--- config.mk ---
export PLATFORM = sky130hd
export DESIGN_NAME = sec_watchdog
export DESIGN_NICKNAME = d
export VERILOG_FILES = /design/src/rtl/wdog_pkg.sv /design/src/rtl/wdog_datapath.sv /design/src/rtl/wdog_ctrl.sv /design/src/rtl/sec_watchdog.sv
export SDC_FILE = /design/constraint.sdc
export NUM_CORES = 1
export LEC_CHECK = 0
export BUFFER_PORTS_ARGS = -buffer_cell sky130_fd_sc_hd__buf_2
export CORE_UTILIZATION = 30
export CTS_BUF_LIST = sky130_fd_sc_hd__clkbuf_4
export CTS_CLUSTER_SIZE = 14
export DETAILED_ROUTE_END_ITERATION = 16
export GPL_TIMING_DRIVEN = 0
export PLACE_DENSITY = 0.49
export SLEW_MARGIN = 20
export SYNTH_ARGS = -nofsm -noshare
export SYNTH_HDL_FRONTEND = slang
export SYNTH_HIERARCHICAL = 1
export SYNTH_SLANG_ARGS = --single-unit
export TNS_END_PERCENT = 30
--- constraint.sdc ---
create_clock -name clk -period 4.2 [get_ports clk]
set_input_delay 0.42 -clock clk [delete_from_list [all_inputs] [get_ports clk]]
set_output_delay 0.42 -clock clk [all_outputs]
set_load 0.005 [all_outputs]
--- src/rtl/wdog_pkg.sv ---
package wdog_pkg;
  localparam int CNT_W = 8;

  localparam logic [1:0] ADDR_COUNT = 2'd0;
  localparam logic [1:0] ADDR_CTRL  = 2'd1;
  localparam logic [1:0] ADDR_STAT  = 2'd2;

  localparam int CTRL_PULSE_BIT = 1;
  localparam int CTRL_KBD_BIT   = 2;
  localparam int CTRL_MIN_BIT   = 3;
  localparam int STAT_FLAG_BIT  = 4;
  localparam int STAT_KBD_BIT   = 6;
  localparam int STAT_MOUSE_BIT = 7;

  // strobes from the register side into the counting datapath
  typedef struct packed {
    logic             load;       // load loadVal and restart prescaler
    logic [CNT_W-1:0] loadVal;    // 0 stops the timer
    logic             minuteMode;
    logic             pulseEn;
  } wdog_cmd_t;
endpackage

--- src/rtl/wdog_datapath.sv ---
module wdog_datapath
  import wdog_pkg::*;
#(
  parameter int CLK_PER_SEC  = 32768,
  parameter int SEC_PER_MIN  = 60,
  parameter int PULSE_CYCLES = 16
) (
  input  logic             clk,
  input  logic             rstN,
  input  wdog_cmd_t        cmd,
  output logic [CNT_W-1:0] cntVal,
  output logic             expire,
  output logic             kbRstN
);
  localparam int PRE_W = (CLK_PER_SEC > 1) ? $clog2(CLK_PER_SEC) : 1;
  localparam int MIN_W = (SEC_PER_MIN > 1) ? $clog2(SEC_PER_MIN) : 1;
  localparam int PUL_W = $clog2(PULSE_CYCLES + 1);
  localparam logic [PRE_W-1:0] PRE_LAST = PRE_W'(CLK_PER_SEC - 1);
  localparam logic [MIN_W-1:0] MIN_LAST = MIN_W'(SEC_PER_MIN - 1);
  localparam logic [PUL_W-1:0] PUL_LEN  = PUL_W'(PULSE_CYCLES);

  logic [PRE_W-1:0] preCnt;
  logic [MIN_W-1:0] minCnt;
  logic [PUL_W-1:0] pulseCnt;
  logic running, secTick, lastSec, unitTick;

  assign running  = (cntVal != '0);
  assign secTick  = running && (preCnt == PRE_LAST);
  assign lastSec  = !cmd.minuteMode || (minCnt == MIN_LAST);
  assign unitTick = secTick && lastSec;
  assign expire   = !cmd.load && unitTick && (cntVal == CNT_W'(1));

  // prescaler and countdown
  always_ff @(posedge clk) begin
    if (!rstN) begin
      cntVal <= '0;
      preCnt <= '0;
      minCnt <= '0;
    end else if (cmd.load) begin
      cntVal <= cmd.loadVal;
      preCnt <= '0;
      minCnt <= '0;
    end else if (running) begin
      preCnt <= secTick ? '0 : preCnt + 1'b1;
      if (secTick) begin
        if (cmd.minuteMode) minCnt <= (minCnt == MIN_LAST) ? '0 : minCnt + 1'b1;
        else                minCnt <= '0;
      end
      if (unitTick) cntVal <= cntVal - 1'b1;
    end
  end

  // expiry pulse stretcher
  always_ff @(posedge clk) begin
    if (!rstN)                      pulseCnt <= '0;
    else if (expire && cmd.pulseEn) pulseCnt <= PUL_LEN;
    else if (pulseCnt != '0)        pulseCnt <= pulseCnt - 1'b1;
  end

  assign kbRstN = (pulseCnt == '0);
endmodule

--- src/rtl/wdog_ctrl.sv ---
module wdog_ctrl
  import wdog_pkg::*;
(
  input  logic             clk,
  input  logic             rstN,
  input  logic [1:0]       regAddr,
  input  logic             regWr,
  input  logic [7:0]       regWrData,
  output logic [7:0]       regRdData,
  input  logic             kbdAct,
  input  logic             mouseAct,
  input  logic [CNT_W-1:0] cntVal,
  input  logic             expire,
  output wdog_cmd_t        cmd
);
  logic [7:0]       ctrlReg;
  logic             kbdEn, mouseEn, statusFlag;
  logic [CNT_W-1:0] reloadVal;
  logic cntWr, ctrlWr, statWr, running, actHit;

  assign cntWr   = regWr && (regAddr == ADDR_COUNT);
  assign ctrlWr  = regWr && (regAddr == ADDR_CTRL);
  assign statWr  = regWr && (regAddr == ADDR_STAT);
  assign running = (cntVal != '0);
  assign actHit  = running &&
                   ((kbdAct && ctrlReg[CTRL_KBD_BIT] && kbdEn) ||
                    (mouseAct && mouseEn));

  always_comb begin
    cmd.load       = cntWr || actHit;
    cmd.loadVal    = cntWr ? regWrData : reloadVal;
    cmd.minuteMode = ctrlReg[CTRL_MIN_BIT];
    cmd.pulseEn    = ctrlReg[CTRL_PULSE_BIT];
  end

  always_ff @(posedge clk) begin
    if (!rstN) begin
      ctrlReg   <= '0;
      kbdEn     <= 1'b0;
      mouseEn   <= 1'b0;
      reloadVal <= '0;
    end else begin
      if (ctrlWr) ctrlReg <= regWrData;
      if (statWr) begin
        kbdEn   <= regWrData[STAT_KBD_BIT];
        mouseEn <= regWrData[STAT_MOUSE_BIT];
      end
      if (cntWr && (regWrData != '0)) reloadVal <= regWrData;
    end
  end

  // sticky expiry flag: set wins over clear
  always_ff @(posedge clk) begin
    if (!rstN)                                    statusFlag <= 1'b0;
    else if (expire)                              statusFlag <= 1'b1;
    else if (statWr && !regWrData[STAT_FLAG_BIT]) statusFlag <= 1'b0;
  end

  always_comb begin
    regRdData = '0;
    case (regAddr)
      ADDR_COUNT: regRdData = cntVal;
      ADDR_CTRL:  regRdData = ctrlReg;
      ADDR_STAT: begin
        regRdData[STAT_MOUSE_BIT] = mouseEn;
        regRdData[STAT_KBD_BIT]   = kbdEn;
        regRdData[STAT_FLAG_BIT]  = statusFlag;
      end
      default:    regRdData = '0;
    endcase
  end
endmodule

--- src/rtl/sec_watchdog.sv ---
module sec_watchdog
  import wdog_pkg::*;
#(
  parameter int CLK_PER_SEC  = 32768,
  parameter int SEC_PER_MIN  = 60,
  parameter int PULSE_CYCLES = 16
) (
  input  logic       clk,
  input  logic       rstN,
  input  logic [1:0] regAddr,
  input  logic       regWr,
  input  logic [7:0] regWrData,
  output logic [7:0] regRdData,
  input  logic       kbdAct,
  input  logic       mouseAct,
  output logic       kbRstN
);
  wdog_cmd_t        cmd;
  logic [CNT_W-1:0] cntVal;
  logic             expire;

  wdog_ctrl ctrlI (
    .clk(clk), .rstN(rstN), .regAddr(regAddr), .regWr(regWr),
    .regWrData(regWrData), .regRdData(regRdData), .kbdAct(kbdAct),
    .mouseAct(mouseAct), .cntVal(cntVal), .expire(expire), .cmd(cmd)
  );

  wdog_datapath #(
    .CLK_PER_SEC(CLK_PER_SEC), .SEC_PER_MIN(SEC_PER_MIN),
    .PULSE_CYCLES(PULSE_CYCLES)
  ) dpI (
    .clk(clk), .rstN(rstN), .cmd(cmd), .cntVal(cntVal),
    .expire(expire), .kbRstN(kbRstN)
  );
endmodule

; Word-level counts from Yosys, hierarchy flattened
; Index checks and enable logic that the tools add are counted.
[totals]
register_bits = 53
latch_bits = 0
ramBits = 0
rom_bits = 0
input_bits = 15
out_inout_bits = 9
elab_cells = 68
memories = 0
[classes]
addsub = 4
n_mul = 0
div = 0
n_lt_le_gt_ge = 0
eq_ne = 5
shift = 0
n_mux = 15
bitwise_logic = 1
n_reduce_logical = 33
[op_table]
columns = cell, n
row1 = $mux W8, 4
row2 = $reduce_bool A8 Y1, 2
row3 = $add A15 B1 Y15 const B, 1
row4 = $eq A15 B15 Y1 const B, 1
row5 = $mux W15, 1
row6 = $logic_and A1 B1 Y1, 14
row7 = $mux W6, 2
row8 = $mux W5, 2
row9 = $eq A8 B1 Y1 const B, 1
row10 = $pmux W4 S2, 1
row11 = $reduce_bool A2 Y1, 4
row12 = $sub A8 B1 Y8 const B, 1
row13 = $add A6 B1 Y6 const B, 1
row14 = $eq A6 B6 Y1 const B, 1
row15 = $pmux W2 S3, 1
row16 = $logic_not A5 Y1, 1
row17 = $reduce_bool A5 Y1, 1
row18 = $sub A5 B1 Y5 const B, 1
row19 = $reduce_and A2 Y1, 2
row20 = $reduce_or A2 Y1, 2
row21 = $logic_not A1 Y1, 3
row22 = $logic_or A1 B1 Y1, 3
row23 = $pmux W1 S3, 1
row24 = $eq A2 B1 Y1 const B, 1
row25 = 5 further kinds, 6

; Longest topological paths before layout
; Gate-level depths: netlist of run 1.
[depth]
word_depth = 10
depth_mapped = 8
ltp_nobuf = 8

; By module
; The synthesis of run 1 kept the hierarchy.
[modules_own_cells]
columns = module, instances, cells_per_inst, area_each_um2, seq_area_each_um2
row1 = wdog_datapath, 1, 199, 1755.4, 680.7
row2 = wdog_ctrl, 1, 121, 1014.7, 380.4

; Worst setup path after synthesis of run 1
; OpenSTA, ideal clock, no wires.
[synth_path]
kind = reg2reg
start = register dpI.cntVal[0]
end = register dpI.cntVal[5]
setup_time_ns = 0.133
arrival_time_ns = 1.774
t_required_ns = 4.067
slack_ns = 2.293
path_stages_with_launch = 9
path_buffers = 1
synth_period_minus_slack_ns = 1.907
cell_sequence = dfxtp_1 inv_1 ha_1 nor3b_1 a21o_1 buf_2 nor4_2 xnor2_1 a21oi_1
[synth_via]
elab_chain_len = 5
word_cells_on_any_way = 12
classes_between = 1 x add/sub / 3 x mux / 8 x reduce/logical
[synth_lines]
columns = element, line
row1 = start: declaration, wdog_datapath.sv:11  ; output logic [CNT_W-1:0] cntVal,
row2 = start signal: assignment, wdog_datapath.sv:40  ; cntVal <= cmd.loadVal;
row3 = start signal: assignment, wdog_datapath.sv:49  ; if (unitTick) cntVal <= cntVal - 1'b1;
row4 = branches (longest 5 deep; another with $sub A8 B1 Y8), -
; Several ways; the timed one is not identified. The select of a mux whose other input is x is not followed.
; A chain may end at the register's enable or synchronous reset.

; Worst setup path in the final report of run 1
[layout_path]
start = register dpI.pulseCnt[0]
end = output kbRstN
[layout_via]
elab_chain_len = 1
[layout_lines]
columns = element, line
row1 = start: declaration, wdog_datapath.sv:24  ; logic [PUL_W-1:0] pulseCnt;
row2 = start signal: assignment, wdog_datapath.sv:57  ; else if (pulseCnt != '0) pulseCnt <= pulseCnt - 1'b1;
row3 = $logic_not A5 Y1, wdog_datapath.sv:60  ; assign kbRstN = (pulseCnt == '0);
row4 = end: declaration, sec_watchdog.sv:16  ; output logic kbRstN
; No other way between the ends.

==> flow_metrics.tcl, run 1 <==
set metrics [dict create \
    status "complete, no violations" \
    required_ns 3.78 \
    num-fill-cells 935 \
    rsz0062_at_grt "false" \
    synth_top_flop_cell "dfxtp_1" \
    min_path_type "in2reg" \
    tightest_slew_ns 0.659 \
    antenna_found_initial 0 \
    numClockSinks 53 \
    rr_startpoint "dpI/cntVal[1]" \
    dr.pass1.iters 4 \
    cts-root-buf "clkbuf_4" \
    initial_core_util_pct 31.3 \
    maxCapViolCount 0 \
    r2r_cells 8 \
    fmax_ghz 0.416 \
    die_width_um 98.1 \
    numCtsBuffers 5 \
    syn_avg_cell_area_um2 8.66 \
    reg2reg_to "dpI/minCnt[3]" \
    cp_data_arrival_time_ns 1.98 \
    grt_pass1_wl_mm 10.7 \
    clk_pin_slew_ns 0.16 \
    drive_above_1_share_pct 16.0 \
    fin_worst_skew_ns 0.0207 \
    syn_inst 320 \
    async_reset_ff_share_pct 0 \
    startpoint_type "register" \
    cts_tree "done" \
    final.min_clock_period_ns 2.40 \
    cp_max_fo 6 \
    num_io_pins 24 \
    overflow 0 \
    worst-r2r-setup-slack_ns 1.90 \
    synth_edf_count 0 \
    min_period_over_period_pct 57.2 \
    routabilityCongestion 0.740 \
    cts_resized 0 \
    yosys.area.top_type "dfxtp_1" \
    rows 34 \
    ys_seq_area_share_pct 38.3 \
    ys_seq_elements 53 \
    synthTopCellsByArea "dfxtp_1, mux2i_1, nor2_1, xnor2_1, nand2_1" \
    routed_wl_mm 6.24 \
    crit_type "reg2out" \
    grt_pass1_vias 2151 \
    core_um2 8850 \
    cts.htree.levels 2 \
    ys_top_cells_by_count "dfxtp_1, nor2_1, nand2_1, nand3_1" \
    relSlewSlack_pct 55.8 \
    power.total_mw 1.08 \
    grt_util_all_layers_pct 13.8 \
    vias 2272 \
    yosys_warnings 6 \
    diodes 0 \
    post_drt_wl_per_cell_um 13.6 \
    synth.distinct_cells 51 \
    portBuffers 23 \
    synthesis.nets 341 \
    max-vdd-ir-drop_uv 118 \
    drtIter0Drc 103 \
    cp-end-kind "output port" \
    powerDensity_nw_per_um2 350 \
    area_growth_pct 11.9 \
    slew_violations 0 \
    holdPathStages 3 \
    grt_max_degree 16 \
    max-clock-path-buffers 2 \
    finalSetupViolCount 0 \
    dp_hpwl_mm 4.61 \
    endpoint "kbRstN" \
    synth.most_common_cell "dfxtp_1" \
    leakagePower_nw 1.21 \
    viasPerCell 4.95 \
    synth_area_um2 2770 \
    hold_slack_ns 0.344 \
    final_hold_viol_count 0 \
    clk-insertion-delay-late_ns 0.38 \
    cts_hold_buf 0 \
    fin_tns_setup_ns 0 \
    nets 371 \
    critPathLaunch "dpI/pulseCnt[0]" \
    ant_nets 0 \
    die_h_um 98.1 \
    drcViolationCount 0 \
    post_cts_buffers 0 \
    dieArea_um2 9620 \
    synth_largest_type_area_fraction_pct 38.3 \
]
[final cells by class]
cell class	instances	area, µm²	area share [%]
Buffer	14	87.6	2.83
Clock buffer	6	45.0	1.45
Clock inverter	2	33.8	1.09
Inverter	11	41.3	1.33
Multi-Input combinational cell	242	1580	51.0
Sequential cell	53	1060	34.2
Tap cell	108	135	4.36
Timing Repair Buffer	23	115	3.71
[where the power goes]
part / internal, mW / switching, mW
registers: 0.536 / 0.0275
logic: 0.104 / 0.122
clock network: 0.131 / 0.165
total: 0.770 / 0.315
[worst max-delay path: stages (launching register included)]
cell,delay (ns)
dfxtp_1,0.35
inv_1,0.08
ha_1,0.19
or3b_2,0.46
nor2_1,0.33
buf_2,0.19
[metal layers]
layer	wire length, µm	track usage, %	vias to the layer above
li1	-	-	1179
met1	3300	20.4	1060
met2	2720	20.2	28
met3	150	2.36	5
met4	80	4.20	0
met5	0	0	-
[how the worst min path moves through the flow]
stage / startpoint / slack [ns] / to
finish: regWrData[5] / 0.34 / ctrlI/ctrlReg[5]
floorplan: dpI/pulseCnt[4] / 0.44 / dpI/pulseCnt[4]
CTS: regWrData[5] / 0.33 / ctrlI/ctrlReg[5]
global route: regWrData[1] / 0.34 / ctrlI/reloadVal[1]
global placement: dpI/pulseCnt[4] / 0.45 / dpI/pulseCnt[4]
detailed placement: dpI/pulseCnt[4] / 0.46 / dpI/pulseCnt[4]
[cells in the final DEF, fill, tap and decap left out, drive strengths merged, types with 2 or more instances in the layout]
cell and count:
a211oi 2, a21oi 12, a31oi 8, and2 2
buf 33, clkbuf 10, clkinv 2, dfxtp 53
ha 6, inv 10, mux2i 18, nand2 38
nand3 21, nand3b 2, nand4 6, nor2 43
nor3 12, nor3b 2, nor4 9, nor4b 2
o21ai 12, or3 3, or3b 2, or4 2
xnor2 18, xor2 10
[cell families (layout without fill, tap and decap cells)]
group,Yosys count,after routing,synth area share (%)
xor+xnor,28,28,8.85
simple gates,150,150,30.4
mux,18,18,6.50
buf+inv,25,56,4.65
fa+ha+maj,6,6,2.71
flops,53,53,38.3
compound gates,40,40,8.63
[sequential cells by signal, summed over array words and instances, names as in the netlist]
signal	cells
dpI/minCnt	6
ctrlI/ctrlReg	8
ctrlI/statusFlag	1
ctrlI/reloadVal	8
dpI/pulseCnt	5
dpI/preCnt	15
ctrlI/mouseEn	1
dpI/cntVal	8
ctrlI/kbdEn	1
[metrics by stage]
stage	cells	instance area, µm²	utilization [%]	worst slack [ns]
CTS	459	3100	35.0	1.78
global placement	451	3020	34.1	1.89
global route	459	3100	35.0	1.67
detailed placement	451	3020	34.1	1.92
finish	459	3100	35.0	1.80
floorplan	320	2770	-	2.29
No activity file was read; power rests on OpenSTA's default activity.
==> run 2: changes to the inputs <==
Clock period 4.2 ns to 2.5 ns, I/O delays scaled along.
==> run 2 against run 1 <==
Compared with the run above: final area grew 0.16%; first-iteration DRC count is 9.7% higher; core utilization rose by 0.057 points; combinational power rose by 69%; power grew 68%.
==> flow_metrics.tcl, run 2 (synthesis results as in run 1) <==
set metrics [dict create \
    cts_tree "done" \
    final.min_clock_period_ns 2.23 \
    fin_tns_setup_ns 0 \
    drtIter0Drc 113 \
    top_register "dpI/preCnt" \
    overflow 0 \
    cts_hold_buf 0 \
    core_um2 8850 \
    area_growth_pct 12.1 \
    grt_pass1_wl_mm 10.7 \
    max_stage_delay_ns 0.46 \
    rr_startpoint "dpI/cntVal[0]" \
    ant_nets 0 \
    wl_met3_um 154 \
    tightest_slew_ns 0.659 \
    portBuffers 23 \
    num-fill-cells 933 \
    hold_path_end "ctrlI/ctrlReg[5]" \
    slew_violations 0 \
    final_cells 459 \
    min_path_type "in2reg" \
    dieArea_um2 9620 \
    num_io_pins 24 \
    layout_commonest_cell "dfxtp_1" \
    rows 34 \
    grt_util_all_layers_pct 13.8 \
    path_cells "inv_1 -> ha_1 -> or3b_2 -> nor2_1 -> buf_2" \
    drcViolationCount 0 \
    crit_type "reg2out" \
    cp_data_arrival_time_ns 1.98 \
    relSlewSlack_pct 55.8 \
    postPlaceCellArea_um2 3020 \
    clk_pin_slew_ns 0.16 \
    met1_length_mm 3.28 \
    fin_worst_skew_ns 0.0205 \
    dp_cells 451 \
    routabilityCongestion 0.740 \
    crit_buf_inv 2 \
    leakagePower_nw 1.21 \
    drive_above_1_share_pct 16.2 \
    finalSetupViolCount 0 \
    fmax_ghz 0.448 \
    antenna_found_initial 0 \
    top_layer "met4" \
    max-vdd-ir-drop_uv 197 \
    routed_wl_mm 6.23 \
    numClockSinks 53 \
    status "complete, no violations" \
    layout_common_cells "dfxtp_1, nor2_1, nand2_1, buf_2, nand3_1" \
    die_width_um 98.1 \
    final_hold_viol_count 0 \
    min_from "regWrData[5]" \
    viasPerCell 4.96 \
    max-clock-path-buffers 2 \
    cts-root-buf "clkbuf_4" \
    vias 2277 \
    post_drt_wl_per_cell_um 13.6 \
    cp-end-kind "output port" \
    reg2reg_to "dpI/pulseCnt[2]" \
    maxCapViolCount 0 \
    grt_max_degree 16 \
    crit_family "simple AND/OR/NAND/NOR gates" \
    required_ns 2.25 \
    die_h_um 98.1 \
    r2r_cells 7 \
    worst-r2r-setup-slack_ns 0.29 \
    holdPathStages 3 \
    cp_slowest_cell "or3b_2" \
    numCtsBuffers 5 \
    powerDensity_nw_per_um2 587 \
    nets 371 \
    dp_hpwl_mm 4.61 \
    rsz0062_at_grt "false" \
    hold_slack_ns 0.174 \
    diodes 0 \
    met2_length_mm 2.72 \
    largest_register_ffs 15 \
    dr.pass1.iters 4 \
    clk-insertion-delay-late_ns 0.38 \
    fin_ws_ns 0.270 \
    cp_max_fo 6 \
    grt_pass1_vias 2151 \
    preCtsSetupSlack_ns 0.230 \
    startpoint_type "register" \
    min_period_over_period_pct 89.2 \
    cts.htree.levels 2 \
    fin_area_um2 3100 \
    initial_core_util_pct 31.3 \
]
-- run 2: cell count changes in the layout (fill, tap and decap cells not counted) --
cell     before  now
nor3b_1       1    0
nor3b_2       0    1
-- run 2: timing repair --
item | 4_1_cts | 5_1_grt
resized for setup | 0 | 1
endpoints found under the setup margin | 0 | 8
setup buffers | 0 | 0
-- run 2: cell type report --
type / count / area, µm² / area share, %
Buffer: 14 / 87.6 / 2.82
Clock buffer: 6 / 45.0 / 1.45
Clock inverter: 2 / 33.8 / 1.09
Inverter: 11 / 41.3 / 1.33
Multi-Input combinational cell: 242 / 1590 / 51.1
Sequential cell: 53 / 1060 / 34.2
Tap cell: 108 / 135 / 4.35
Timing Repair Buffer: 23 / 115 / 3.71
-- run 2: per-layer routing --
metal,vias to the layer above,GRT usage (%)
li1,1179,-
met1,1066,20.4
met2,27,20.2
met3,5,2.36
met4,0,4.20
met5,-,0
-- run 2: tightest hold or removal path: cells and delay by family --
family	cells	cell delay (ns)
buffers and inverters	1	0.12
multiplexers	1	0.07
AND/OR/NAND/NOR	1	0.07
-- run 2: per-stage QoR --
stage,utilization (%),total power [mW]
finish,35.1,1.82
global route,35.1,1.93
CTS,35.0,1.85
detailed placement,34.1,1.35
global placement,34.1,1.34
floorplan,-,1.24
-- run 2: power breakdown --
part           leakage (nW)  switching [mW]  total [mW]  internal [mW]
combinational         0.736           0.205       0.381          0.176
sequential            0.430          0.0465       0.946          0.900
clock                0.0433           0.276       0.496          0.220
-- run 2: how the worst max path moves through the flow --
stage | startpoint | end | slack, ns | cells after the start
after CTS | dpI/cntVal[1] | dpI/minCnt[3] | 0.21 | 8
after global placement | dpI/cntVal[1] | dpI/cntVal[7] | 0.19 | 8
after global routing | dpI/cntVal[0] | dpI/pulseCnt[2] | 0.13 | 7
final | dpI/pulseCnt[0] | kbRstN | 0.27 | 5
after floorplan | dpI/cntVal[0] | dpI/cntVal[7] | 0.59 | 8
after detailed placement | dpI/cntVal[1] | dpI/cntVal[7] | 0.23 | 8
